**src/rtl/clkslow_pkg.sv**
```systemverilog
`timescale 1ns/1ps
package clkslow_pkg;

    // Speed mode of the processor clock.
    typedef enum logic {
        MODE_BOOT = 1'b0,
        MODE_FULL = 1'b1
    } speed_mode_e;

    // Number of phase-1 master cycles for a clock divided by div.
    // Phase 2 always takes exactly one master cycle.
    function automatic int low_len(input int div);
        return 2 * div - 1;
    endfunction

endpackage

```
**src/rtl/clkslow_warp.sv**
```systemverilog
`timescale 1ns/1ps
module clkslow_warp
    import clkslow_pkg::*;
(
    input  logic        clk_i,
    input  logic        rst_i,
    input  logic        warp_wr_i,
    output speed_mode_e mode_o
);

    typedef struct packed {
        logic full;
    } warp_state_t;

    warp_state_t st_q, st_d;

    // Next state: the full-speed flag is sticky until reset.
    always_comb begin
        st_d = st_q;
        if (warp_wr_i) begin
            st_d.full = 1'b1;
        end
    end

    always_ff @(posedge clk_i) begin
        if (rst_i) begin
            st_q <= '0;
        end else begin
            st_q <= st_d;
        end
    end

    assign mode_o = st_q.full ? MODE_FULL : MODE_BOOT;

    // once full speed is selected it stays until reset.
    assert_warp_sticky_R3: assert property (@(posedge clk_i) disable iff (rst_i)
        (mode_o == MODE_FULL) |=> (mode_o == MODE_FULL));

    // a speed write is registered on the following edge.
    assert_warp_capture_R3: assert property (@(posedge clk_i) disable iff (rst_i)
        warp_wr_i |=> (mode_o == MODE_FULL));

endmodule

```
**src/rtl/clkslow_phase.sv**
```systemverilog
`timescale 1ns/1ps
module clkslow_phase
    import clkslow_pkg::*;
#(
    parameter int BOOT_DIV = 8,
    parameter int SLOT_DIV = 16
) (
    input  logic        clk_i,
    input  logic        rst_i,
    input  speed_mode_e mode_i,
    input  logic        slot_req_i,
    output logic        phi2_o
);

    localparam int CW = $clog2(2 * SLOT_DIV);
    localparam logic [CW-1:0] FAST_LO = CW'(low_len(1));
    localparam logic [CW-1:0] BOOT_LO = CW'(low_len(BOOT_DIV));
    localparam logic [CW-1:0] SLOT_LO = CW'(low_len(SLOT_DIV));

    typedef struct packed {
        logic          phi2;     // processor clock level
        logic          stretch;  // slot request seen in this phase 1
        logic [CW-1:0] base_lo;  // phase-1 length chosen at phase-1 start
        logic [CW-1:0] cnt;      // master cycles spent in phase 1
    } phase_state_t;

    phase_state_t st_q, st_d;
    logic          stretch_now;
    logic [CW-1:0] target_lo;
    logic [CW-1:0] cnt_inc;

    always_comb begin
        st_d        = st_q;
        stretch_now = st_q.stretch | slot_req_i;
        target_lo   = stretch_now ? SLOT_LO : st_q.base_lo;
        cnt_inc     = st_q.cnt + CW'(1);
        if (!st_q.phi2) begin
            // Phase 1: the slot request is sampled on every edge here.
            if (cnt_inc >= target_lo) begin
                st_d.phi2    = 1'b1;
                st_d.cnt     = '0;
                st_d.stretch = 1'b0;
            end else begin
                st_d.cnt     = cnt_inc;
                st_d.stretch = stretch_now;
            end
        end else begin
            // Phase 2 is a single master cycle; choose the next base length.
            st_d.phi2    = 1'b0;
            st_d.cnt     = '0;
            st_d.stretch = 1'b0;
            st_d.base_lo = (mode_i == MODE_FULL) ? FAST_LO : BOOT_LO;
        end
    end

    always_ff @(posedge clk_i) begin
        if (rst_i) begin
            st_q.phi2    <= 1'b0;
            st_q.stretch <= 1'b0;
            st_q.base_lo <= BOOT_LO;
            st_q.cnt     <= '0;
        end else begin
            st_q <= st_d;
        end
    end

    assign phi2_o = st_q.phi2;

    // phase 2 never lasts more or less than one master cycle.
    assert_phase2_single_R8: assert property (@(posedge clk_i) disable iff (rst_i)
        st_q.phi2 |=> !st_q.phi2);

    // phase-1 count never runs past the longest stretch.
    assert_cnt_bound_R5: assert property (@(posedge clk_i) disable iff (rst_i)
        !st_q.phi2 |-> (st_q.cnt < SLOT_LO));

    // the base length only changes at a phase-1 start.
    assert_base_hold_R4: assert property (@(posedge clk_i) disable iff (rst_i)
        !st_q.phi2 |=> $stable(st_q.base_lo));

    // a request seen during phase 2 does not stretch the next cycle.
    assert_no_late_stretch_R6: assert property (@(posedge clk_i) disable iff (rst_i)
        st_q.phi2 |=> !st_q.stretch);

    // at full speed without a request phase 1 ends after one cycle.
    assert_fast_low_R3: assert property (@(posedge clk_i) disable iff (rst_i)
        (!st_q.phi2 && st_q.base_lo == FAST_LO && !st_q.stretch && !slot_req_i)
        |=> st_q.phi2);

endmodule

```
**src/rtl/clkslow_periph.sv**
```systemverilog
`timescale 1ns/1ps
module clkslow_periph #(
    parameter int PER_HALF = 1
) (
    input  logic clk_i,
    input  logic rst_i,
    output logic periph_o
);

    generate
        if (PER_HALF == 1) begin : g_toggle
            typedef struct packed {
                logic level;
            } tog_state_t;

            tog_state_t st_q, st_d;

            always_comb begin
                st_d       = st_q;
                st_d.level = ~st_q.level;
            end

            always_ff @(posedge clk_i) begin
                if (rst_i) begin
                    st_q <= '0;
                end else begin
                    st_q <= st_d;
                end
            end

            assign periph_o = st_q.level;

            // the peripheral clock changes on every master edge.
            assert_periph_toggle_R9: assert property (@(posedge clk_i) disable iff (rst_i)
                !$past(rst_i) |-> (periph_o != $past(periph_o)));
        end else begin : g_count
            localparam int PW = $clog2(PER_HALF);
            localparam logic [PW-1:0] LAST = PW'(PER_HALF - 1);

            typedef struct packed {
                logic          level;
                logic [PW-1:0] cnt;
            } div_state_t;

            div_state_t st_q, st_d;

            always_comb begin
                st_d = st_q;
                if (st_q.cnt == LAST) begin
                    st_d.cnt   = '0;
                    st_d.level = ~st_q.level;
                end else begin
                    st_d.cnt = st_q.cnt + PW'(1);
                end
            end

            always_ff @(posedge clk_i) begin
                if (rst_i) begin
                    st_q <= '0;
                end else begin
                    st_q <= st_d;
                end
            end

            assign periph_o = st_q.level;

            // the divider count stays inside its half-period.
            assert_periph_bound_R9: assert property (@(posedge clk_i) disable iff (rst_i)
                st_q.cnt <= LAST);
        end
    endgenerate

endmodule

```
**src/rtl/clkslow_ctrl.sv**
```systemverilog
`timescale 1ns/1ps
module clkslow_ctrl
    import clkslow_pkg::*;
#(
    parameter int BOOT_DIV = 8,
    parameter int SLOT_DIV = 16,
    parameter int PER_HALF = 1
) (
    input  logic clk_i,
    input  logic rst_i,
    input  logic slot_slow_i,
    input  logic warp_wr_i,
    output logic phi2_o,
    output logic periph_clk_o
);

    speed_mode_e mode;

    clkslow_warp u_warp (
        .clk_i     (clk_i),
        .rst_i     (rst_i),
        .warp_wr_i (warp_wr_i),
        .mode_o    (mode)
    );

    clkslow_phase #(
        .BOOT_DIV (BOOT_DIV),
        .SLOT_DIV (SLOT_DIV)
    ) u_phase (
        .clk_i      (clk_i),
        .rst_i      (rst_i),
        .mode_i     (mode),
        .slot_req_i (slot_slow_i),
        .phi2_o     (phi2_o)
    );

    clkslow_periph #(
        .PER_HALF (PER_HALF)
    ) u_periph (
        .clk_i    (clk_i),
        .rst_i    (rst_i),
        .periph_o (periph_clk_o)
    );

    // outputs are low while reset is held (checked after the reset edge).
    assert_reset_low_R1: assert property (@(posedge clk_i)
        $past(rst_i) |-> (!phi2_o && !periph_clk_o));

endmodule

```
**config.mk**
```make
export PLATFORM = sky130hd
export DESIGN_NAME = clkslow_ctrl
export DESIGN_NICKNAME = d
export VERILOG_FILES = /design/src/rtl/clkslow_pkg.sv /design/src/rtl/clkslow_warp.sv /design/src/rtl/clkslow_phase.sv /design/src/rtl/clkslow_periph.sv /design/src/rtl/clkslow_ctrl.sv
export SDC_FILE = /design/constraint.sdc
export NUM_CORES = 1
export LEC_CHECK = 0
export BUFFER_PORTS_ARGS = -buffer_cell sky130_fd_sc_hd__buf_2
export CORE_AREA = 2 2 39 41
export CTS_CLUSTER_DIAMETER = 100
export CTS_CLUSTER_SIZE = 40
export DETAILED_ROUTE_END_ITERATION = 6
export DIE_AREA = 0 0 41 43
export SYNTH_ARGS = -nofsm -noshare
export SYNTH_HDL_FRONTEND = slang
export SYNTH_HIERARCHICAL = 1
export SYNTH_SLANG_ARGS = --single-unit
```
**constraint.sdc**
```tcl
create_clock -name clk_i -period 2.3 [get_ports clk_i]
set_input_delay 0.46 -clock clk_i [delete_from_list [all_inputs] [get_ports clk_i]]
set_output_delay 0.46 -clock clk_i [all_outputs]
set_load 0.02 [all_outputs]
```
==> results of run 1 <==
## cell usage after synthesis (all sizes together)
library cell,count,share of area (%)
nand2b,1,1.4
or2b,1,1.6
xnor2,1,1.9
nand3,2,2.2
and4b,1,3.0
nor3,1,1.1
inv,1,0.82
nor3b,1,1.6
a31oi,1,1.4
o21ai,5,7.1
nor2b,3,4.6
nand2,1,0.82
nor2,6,4.9
or3,1,1.4
a21oi,1,1.1
nand4bb,1,2.5
ha,2,5.5
o21ba,1,2.2
xor2,2,3.8
nand4,1,1.4
dfxtp,10,44
a2111oi,1,6.0
## area by class of cell
class	count	area, um^2	area share, %
clock buffers	3	22.52	4.265
repair buffers	5	25.02	4.739
inverters	1	3.754	0.7109
well taps	16	20.02	3.791
multi-input cells	34	256.5	48.58
flip-flops and latches	10	200.2	37.91
## registers in the layout, indices dropped and copies added, names as in the netlist
register	flops
u_phase/phi2_o	1
u_periph/periph_o	1
u_warp/st_q	1
u_phase/st_q	7
## cells by family after synthesis
group | count (synthesis) | share of synthesized area [%]
AND/OR/NAND/NOR | 20 | 26.50
flip-flops | 10 | 43.72
AO/OA/AOI/OAI | 9 | 17.76
XOR/XNOR | 3 | 5.739
adder cells (fa/ha/maj) | 2 | 5.464
buffers and inverters | 1 | 0.8189
## where the power goes
group / switching (mW) / internal (mW) / total, mW / leakage, nW
sequential: 0.00695 / 0.182 / 0.189 / 0.0822
clock: 0.0558 / 0.0603 / 0.116 / 0.0138
combinational: 0.0192 / 0.0176 / 0.0369 / 0.118
## metal layers
| metal | vias up | track usage [%] | share of wire (%) |
|---|---|---|---|
| met4 | 0 | 8.000 | 2.8 |
| met2 | 5 | 10.94 | 42 |
| met1 | 144 | 13.55 | 53 |
| li1 | 178 | - | - |
| met3 | 2 | 3.141 | 2.8 |
| met5 | - | 0 | 0 |
## worst max path at each step
stage	endpoint	slack (ps)	from	cells past startpoint
floorplan	u_phase/st_q[2]$_SDFF_PP0_	320	u_phase/st_q[0]$_SDFF_PP0_	8
global placement	u_phase/st_q[2]$_SDFF_PP0_	160	u_phase/st_q[0]$_SDFF_PP0_	8
detailed placement	u_phase/st_q[0]$_SDFF_PP0_	150	u_phase/st_q[0]$_SDFF_PP0_	8
CTS	u_phase/st_q[0]$_SDFF_PP0_	130	u_phase/st_q[0]$_SDFF_PP0_	8
global route	u_phase/st_q[2]$_SDFF_PP0_	10	u_phase/st_q[0]$_SDFF_PP0_	8
finish	u_phase/st_q[0]$_SDFF_PP0_	220	u_phase/st_q[0]$_SDFF_PP0_	8
## critical path: cells and delay by family (launching register included)
family / cells / cell delay (ps)
adders and majority gates: 2 / 510
AOI/OAI and AO/OA: 2 / 510
and+or+nand+nor: 3 / 420
DFF: 1 / 390
xor gates and xnor gates: 1 / 190
==> impl_metrics.ini, run 1 <==
[status]
status = completed

[hold_path]
hold_path_end = u_warp/st_q$_SDFFE_PP0P_
holdCritPathClass = primary input to flop
hold_path_startpoint = warp_wr_i
hold-path-cell-count = 2

[clocking]
cts_root_buffer = sky130_fd_sc_hd__clkbuf_4
holdBufCountCts = 0
cts_setup_buffers = 0
clock_sink_count = 10
clk_pin_slew_worst_setup_hold_paths_ps = 60
resized_cells_post_cts = 0
cts_tree = built
clock_tree.htree_level_count = 1
worst_skew_pair.late_latency_ps = 260
cts_made_buffers = 3
maximum_clock_insertion_buffer_count = 2

[grt]
all_layer_global_routing_usage_pct = 9.548
antenna_found_initial = 0
grt_pass1_vias = 278
grt_overflow_total = 0
global_route_wire_length_before_repair_um = 1104
pin_count_of_the_biggest_net_entering_global_routing = 7

[timing]
finalSetupViolations = 0
final.hold.worst_slack_ps = 405.3
fin_ws_ps = 220.8
min_period_over_period_pct = 90.40
timing.clock.skew_ps = 5.714
grt_setup_unrepaired = false
timing.fmax_mhz = 481.0
worst_slew_margin_rel_pct = 70.18
fin_crit_ps = 2079
setup_total_negative_slack_ps = 0
slew_violations = 0
timing_worst_slew_pin_value_ps = 442.7
timing.final.hold_violations = 0

[worst_setup_path]
crit_path_cell_trace = ha_2 -> nand3_1 -> xnor2_1 -> ha_1 -> and4b_4 -> a2111oi_4 -> o21ai_2 -> nor2_1
rr_worst_depth = 8
cp.required_ps = 2500
worstReg2RegStart = u_phase/st_q[0]$_SDFF_PP0_
critPathLaunchType = flop
crit_path_top_delay_cell = sky130_fd_sc_hd__dfxtp_1
r2r_slack_ps = 220
max_stage_delay_ps = 390
arrival_worst_endpoint_ps = 2280
crit_fanout = 5
reg2reg_to = u_phase/st_q[0]$_SDFF_PP0_
crit_end_element = flop
critPathKind = flop to flop

[cells_and_area]
syn2layout_area_growth_pct = 15.30
antennaDiodeCount = 0
layout.cells.most_common_list = sky130_fd_sc_hd__dfxtp_1 (10), sky130_fd_sc_hd__nor2_1 (6), sky130_fd_sc_hd__buf_2 (5)
filler_cell_count = 144
layout.nets = 61
fin_area_um2 = 528.0
stdcell_count = 69
final_layout_size_suffix_gt1_share_pct = 26.42
post-route-util_pct = 38.16
layout.cells.most_common = sky130_fd_sc_hd__dfxtp_1

[route]
ant_nets = 0
drtIter0Drc = 5
wirelength_um = 677
via_per_inst = 4.768
detail_route.wl_per_cell_um = 9.812
dr.pass1.iters = 3
routed-via-count = 329
post-route-drc-count = 0

[yosys]
synth_cells = 45
yosys.cell_types.count = 24
ys_seq_area_share_pct = 43.72
synth.ff_latch_count = 10
synthesis.area_per_instance_um2 = 10.18
net_count_of_the_mapped_netlist = 51
synth.cell_area_um2 = 457.9
ys.warnings.count = 6

[floorplan]
top_level_port_count = 6
fp-row-count = 14
die_area_um2 = 1763
coreArea_um2 = 1384
die-width_um = 41
initial_core_utilization_pct = 33.09
die_h_um = 43

[power]
power.density_cell_area_nw_per_um2 = 647.0
p_total_mw = 0.3416
peakVddDrop_uv = 277.0
power_leakage_nw = 0.2144

[place]
gp_routability_congestion = 0.7321
placed_cell_count = 66
dpl-instance-area_um2 = 503.0
hpwlAfterDp_um = 529.8
dpl_worst_slack_ps = 151.3
port-buffer-count = 5

[job]
cap_viol_max_count = 0
No activity file was read; power rests on OpenSTA's default activity.
==> run 2, diff against run 1 <==
--- a/config.mk
+++ b/config.mk
@@ -5,6 +5,7 @@
 export SDC_FILE = /design/constraint.sdc
 export NUM_CORES = 1
 export LEC_CHECK = 0
+export ABC_AREA = 1
 export BUFFER_PORTS_ARGS = -buffer_cell sky130_fd_sc_hd__buf_2
 export CORE_AREA = 2 2 39 41
 export CTS_CLUSTER_DIAMETER = 100
==> run 2 against run 1 <==
Effect of this change: cell count grew 16%; largest power group unchanged; combinational power shrank 10%; area after synthesis shrank 4.1%; critical path depth grew 1; highest routed layer unchanged; sequential power is essentially flat; total power shrank 3.7%; critical endpoint unchanged; worst setup slack gained 430 ps; largest cell class is now sequential cells; flip-flop and latch count is the same.
==> impl_metrics.ini, run 2 <==
[worst_setup_path]
critPathLaunchType = flop
cp.required_ps = 2440
critPathKind = flop to flop
arrival_worst_endpoint_ps = 1790
crit_end_element = flop
crit_fanout = 6

[place]
hpwlAfterDp_um = 492.5
port-buffer-count = 5
gp_routability_congestion = 0.6673

[clocking]
clk_pin_slew_worst_setup_hold_paths_ps = 60
clock_tree.htree_level_count = 1
cts_made_buffers = 3
resized_cells_post_cts = 0
clock_sink_count = 10
cts_root_buffer = sky130_fd_sc_hd__clkbuf_4
cts_setup_buffers = 0
cts_tree = built
worst_skew_pair.late_latency_ps = 250
holdBufCountCts = 0
maximum_clock_insertion_buffer_count = 2

[route]
detail_route.wl_per_cell_um = 7.788
drtIter0Drc = 6
dr.pass1.iters = 4
via_per_inst = 4.375
ant_nets = 0
routed-via-count = 350
post-route-drc-count = 0
wirelength_um = 623

[power]
power_leakage_nw = 0.2377
power.density_cell_area_nw_per_um2 = 649.4
peakVddDrop_uv = 387.9
p_total_mw = 0.3291

[grt]
pin_count_of_the_biggest_net_entering_global_routing = 7
global_route_wire_length_before_repair_um = 1021
grt_pass1_vias = 275
all_layer_global_routing_usage_pct = 9.100
antenna_found_initial = 0
grt_overflow_total = 0

[yosys]
synth.largest_area_cell = sky130_fd_sc_hd__dfxtp_1
synthFlopType = sky130_fd_sc_hd__dfxtp_1
yosys-top-cells-area = sky130_fd_sc_hd__dfxtp_1 (46%), sky130_fd_sc_hd__nor2_1 (11%), sky130_fd_sc_hd__inv_1 (9.4%), sky130_fd_sc_hd__ha_1 (5.7%), sky130_fd_sc_hd__nand2_2 (5.7%)
synth.ff_latch_count = 10
synth_cells = 56
ys.warnings.count = 6
ys_seq_area_share_pct = 45.58
yosys.cell_count.top_type = sky130_fd_sc_hd__nor2_1
number_of_enable_type_register_cells_in_the_synthesized_netlist = 0
area_fraction_of_the_dominant_cell_type_after_synthesis_pct = 45.58
synthesis.area_per_instance_um2 = 7.842
yosys-top-cells-count = sky130_fd_sc_hd__nor2_1 (13), sky130_fd_sc_hd__inv_1 (11), sky130_fd_sc_hd__dfxtp_1 (10)
yosys.cell_types.count = 15
synth.cell_area_um2 = 439.2
postSynth.asyncResetShare_pct = 0
net_count_of_the_mapped_netlist = 62

[floorplan]
die_area_um2 = 1763
die-width_um = 41
initial_core_utilization_pct = 31.74
fp-row-count = 14
top_level_port_count = 6
coreArea_um2 = 1384
die_h_um = 43

[timing]
worst_slew_margin_rel_pct = 84.81
grt_setup_unrepaired = false
timing.final.hold_violations = 0
timing.clock.skew_ps = 1.609
fin_crit_ps = 1652
slew_violations = 0
timing.fmax_mhz = 605.4
finalSetupViolations = 0
min_period_over_period_pct = 71.81
setup_total_negative_slack_ps = 0
timing_worst_slew_pin_value_ps = 226.9

[cells_and_area]
layout.nets = 72
final_layout_size_suffix_gt1_share_pct = 21.88
layout.cells.most_common = sky130_fd_sc_hd__nor2_1
max_reg_flops = 7
layout.cells.most_common_list = sky130_fd_sc_hd__nor2_1 (13), sky130_fd_sc_hd__inv_1 (11), sky130_fd_sc_hd__dfxtp_1 (10)
antennaDiodeCount = 0
top_register = u_phase/st_q
syn2layout_area_growth_pct = 15.38

[status]
status = completed

[job]
cap_viol_max_count = 0

[hold_path]
holdCritPathClass = flop to flop
## run 2: changes by cell type in the layout (fill, tap and decap cells not counted), moves of 2 or more
cell,delta
sky130_fd_sc_hd__inv_1,+10
sky130_fd_sc_hd__nand2_1,+5
sky130_fd_sc_hd__nand2_2,+4
sky130_fd_sc_hd__nor2_1,+7
sky130_fd_sc_hd__nor2b_1,-2
sky130_fd_sc_hd__o21ai_0,-2
sky130_fd_sc_hd__o21ai_2,-2
## run 2: cell families after synthesis
logic type               after synthesis  share of synthesized area [%]
buffers and inverters                 11                          9.402
AO/OA/AOI/OAI                          5                          7.692
XOR/XNOR                               1                          1.995
AND/OR/NAND/NOR                       27                          29.63
adder cells (fa/ha/maj)                2                          5.697
flip-flops                            10                          45.58
## run 2: metal layers
metal	up-vias	GRT usage (%)	wire length, um
met3	2	3.141	26
li1	190	-	-
met2	9	10.31	297
met5	-	0	0
met1	149	11.84	288
met4	0	10.00	11
## run 2: stage by stage
stage	hold WS [ps]	cells	area [um^2]	setup slack [ps]	util [%]
6_report	411.6	80	506.7	648.3	36.62
2_1_floorplan	412.2	56	439.2	770.7	-
3_3_place_gp	396.5	77	484.2	661.0	34.99
3_5_place_dp	397.5	77	484.2	659.3	34.99
5_1_grt	403.9	80	506.7	460.3	36.62
4_1_cts	405.7	80	506.7	637.1	36.62
## run 2: critical path, cell delays in order (launching register included)
cell	delay, ps
sky130_fd_sc_hd__dfxtp_1	390
sky130_fd_sc_hd__ha_1	230
sky130_fd_sc_hd__nand3_1	110
sky130_fd_sc_hd__xor2_1	170
sky130_fd_sc_hd__ha_1	280
sky130_fd_sc_hd__inv_1	40
sky130_fd_sc_hd__a21oi_2	100
sky130_fd_sc_hd__nand2_2	80
sky130_fd_sc_hd__nand3_4	90
sky130_fd_sc_hd__nor2_1	50
## run 2: area by class of cell
class                      count  area [um^2]
fill                         141        877.1
sequential                    10        200.2
multi-input combinational     35        197.7
inverter                      11        41.29
timing repair buffer           5        25.02
clock buffer                   3        22.52
tap                           16        20.02
## run 2: power breakdown
part	switching [mW]	internal [mW]	total (mW)
Clock	0.0482	0.0598	0.108
Combinational	0.0197	0.0134	0.0331
Sequential	0.00616	0.182	0.188
Total	0.0741	0.255	0.329
## run 2: final timing paths
kind	startpoint	to	slack, ps	depth (start not counted)
setup / recovery	u_phase/st_q[0]$_SDFF_PP0_	u_phase/st_q[0]$_SDFF_PP0_	650	9
hold / removal	u_periph/periph_o$_SDFF_PP0_	u_periph/periph_o$_SDFF_PP0_	410	1
setup reg to reg	u_phase/st_q[0]$_SDFF_PP0_	u_phase/st_q[0]$_SDFF_PP0_	650	9
hold reg to reg	u_periph/periph_o$_SDFF_PP0_	u_periph/periph_o$_SDFF_PP0_	410	1
==> run 3, diff against run 2 <==
==> constraint.sdc (replaced) <==
create_clock -name clk_i -period 1.7 [get_ports clk_i]
set_input_delay 0.34 -clock clk_i [delete_from_list [all_inputs] [get_ports clk_i]]
set_output_delay 0.34 -clock clk_i [all_outputs]
set_load 0.02 [all_outputs]
==> run 3 against run 2 <==
Effect of this change: combinational power up 39%; clock power grew 94%; register-to-register slack got worse by 480 ps; first-iteration DRC count down 67%; sequential power increased by 36%; utilization grew 1.6 points; die area unchanged.
==> impl_metrics.ini, run 3 (synthesis gave the netlist of run 2 again) <==
[status]
status = completed

[route]
detail_route.wl_per_cell_um = 7.854
dr.pass1.iters = 2
post-route-drc-count = 0
drtIter0Drc = 2
wirelength_um = 644
ant_nets = 0
routed-via-count = 350
via_per_inst = 4.268

[power]
power.clock.fraction_pct = 41.1
power_leakage_nw = 0.2505
power_report.internal_total_mw = 0.3956
power.density_cell_area_nw_per_um2 = 964.0
power_switching_share_pct = 22.47
peakVddDrop_uv = 391.0
power.sequential.fraction_pct = 49.9
p_comb_share_pct = 9.0
p_switching_mw = 0.1146

[grt]
all_layer_global_routing_usage_pct = 10.81
pin_count_of_the_biggest_net_entering_global_routing = 7
grt_overflow_total = 0
global_route_wire_length_before_repair_um = 1186
antenna_found_initial = 0
grt_pass1_vias = 321

[clocking]
cts_tree = built
clock_sink_count = 10
clock_tree.htree_level_count = 1
maximum_clock_insertion_buffer_count = 2
worst_skew_pair.late_latency_ps = 260
cts_made_buffers = 3
clk_pin_slew_worst_setup_hold_paths_ps = 60
cts_root_buffer = sky130_fd_sc_hd__clkbuf_4
holdBufCountCts = 0

[cells_and_area]
antennaDiodeCount = 0
syn2layout_area_growth_pct = 20.51
final_layout_size_suffix_gt1_share_pct = 25.76
stdcell_count = 82
max_reg_flops = 7
post-route-util_pct = 38.25
layout.cells.most_common = sky130_fd_sc_hd__nor2_1
layout.cells.most_common_list = sky130_fd_sc_hd__nor2_1 (13), sky130_fd_sc_hd__inv_1 (11), sky130_fd_sc_hd__dfxtp_1 (9)
filler_cell_count = 147
layout.nets = 73
top_register = u_phase/st_q

[timing]
slew_violations = 0
min_period_over_period_pct = 90.07
fin_crit_ps = 1531
timing.fmax_mhz = 653.1
finalSetupViolations = 0
worst_slew_margin_rel_pct = 85.28
timing.final.hold_violations = 0
setup_total_negative_slack_ps = 0
grt_setup_unrepaired = false
timing_worst_slew_pin_value_ps = 220.1
final.hold.worst_slack_ps = 276.4
timing.clock.skew_ps = 3.273

[floorplan]
die_h_um = 43
fp-row-count = 14
coreArea_um2 = 1384
initial_core_utilization_pct = 31.74
die-width_um = 41
die_area_um2 = 1763
top_level_port_count = 6

[worst_setup_path]
crit_end_element = flop
arrival_worst_endpoint_ps = 1690
critPathLaunchType = flop
cp.required_ps = 1860
critPathKind = flop to flop
crit_fanout = 6

[place]
hpwlAfterDp_um = 528.2
port-buffer-count = 5
gp_routability_congestion = 0.7552
placed_cell_count = 78

[hold_path]
holdCritPathClass = primary input to flop

[job]
cap_viol_max_count = 0
-- run 3: changes by cell type in the layout (fill, tap and decap cells not counted) --
cell,previous run,this run
sky130_fd_sc_hd__dfxtp_1,10,9
sky130_fd_sc_hd__dfxtp_2,0,1
sky130_fd_sc_hd__clkbuf_8,0,1
sky130_fd_sc_hd__buf_4,0,1
-- run 3: cell type report --
class | instances | area, um^2 | area share, %
Sequential cell | 10 | 201.4 | 38.06
Multi-Input combinational cell | 35 | 197.7 | 37.35
Inverter | 11 | 41.29 | 7.801
Clock buffer | 4 | 36.28 | 6.856
Timing Repair Buffer | 6 | 32.53 | 6.147
Tap cell | 16 | 20.02 | 3.783
-- run 3: critical path: stages, from the launching register on --
cell and delay, ps:
sky130_fd_sc_hd__dfxtp_2 360, sky130_fd_sc_hd__ha_1 170, sky130_fd_sc_hd__nand3_1 90, sky130_fd_sc_hd__xor2_1 170, sky130_fd_sc_hd__ha_1 270, sky130_fd_sc_hd__inv_1 40, sky130_fd_sc_hd__a21oi_2 110, sky130_fd_sc_hd__nand2_2 80
sky130_fd_sc_hd__nand3_4 90, sky130_fd_sc_hd__nor2_1 50
-- run 3: repair_timing --
action / in CTS / in global routing
setup endpoints to repair: 0 / 7
gates resized for setup: 0 / 1
buffers inserted: 0 / 0
-- run 3: path summary, 6_finish.rpt --
| kind | from | endpoint | slack, ps | cells after the start |
|---|---|---|---|---|
| worst max-delay path | u_phase/st_q[0]$_SDFF_PP0_ | u_phase/st_q[0]$_SDFF_PP0_ | 170 | 9 |
| worst min-delay path | rst_i | u_periph/periph_o$_SDFF_PP0_ | 280 | 2 |
| worst max register to register | u_phase/st_q[0]$_SDFF_PP0_ | u_phase/st_q[0]$_SDFF_PP0_ | 170 | 9 |
| worst min register to register | u_periph/periph_o$_SDFF_PP0_ | u_periph/periph_o$_SDFF_PP0_ | 410 | 1 |
-- run 3: through the flow --
stage	setup slack [ps]	cell area, um^2	total power [mW]
global placement	135.6	491.7	0.3053
floorplan	170.7	439.2	0.2916
global route	23.62	529.3	0.5457
CTS	95.81	528.0	0.5198
detailed placement	98.22	491.7	0.3060
finish	168.7	529.3	0.5102
-- run 3: power groups by stage --
stage	logic (mW)	clock network, mW	registers [mW]
after global placement	0.0462	0	0.259
after detailed placement	0.0465	0	0.259
after global routing	0.0525	0.237	0.256
after floorplan	0.0316	0	0.260
after CTS	0.0467	0.219	0.254
final	0.0459	0.210	0.255
-- run 3: routing by layer --
layer	routed length (um)	vias up	share of wire (%)	track usage [%]
met5	0	-	0	0
met4	10	0	1.6	6.000
met3	48	2	7.5	9.424
met2	288	8	45	14.06
met1	296	149	46	11.48
li1	-	191	-	-
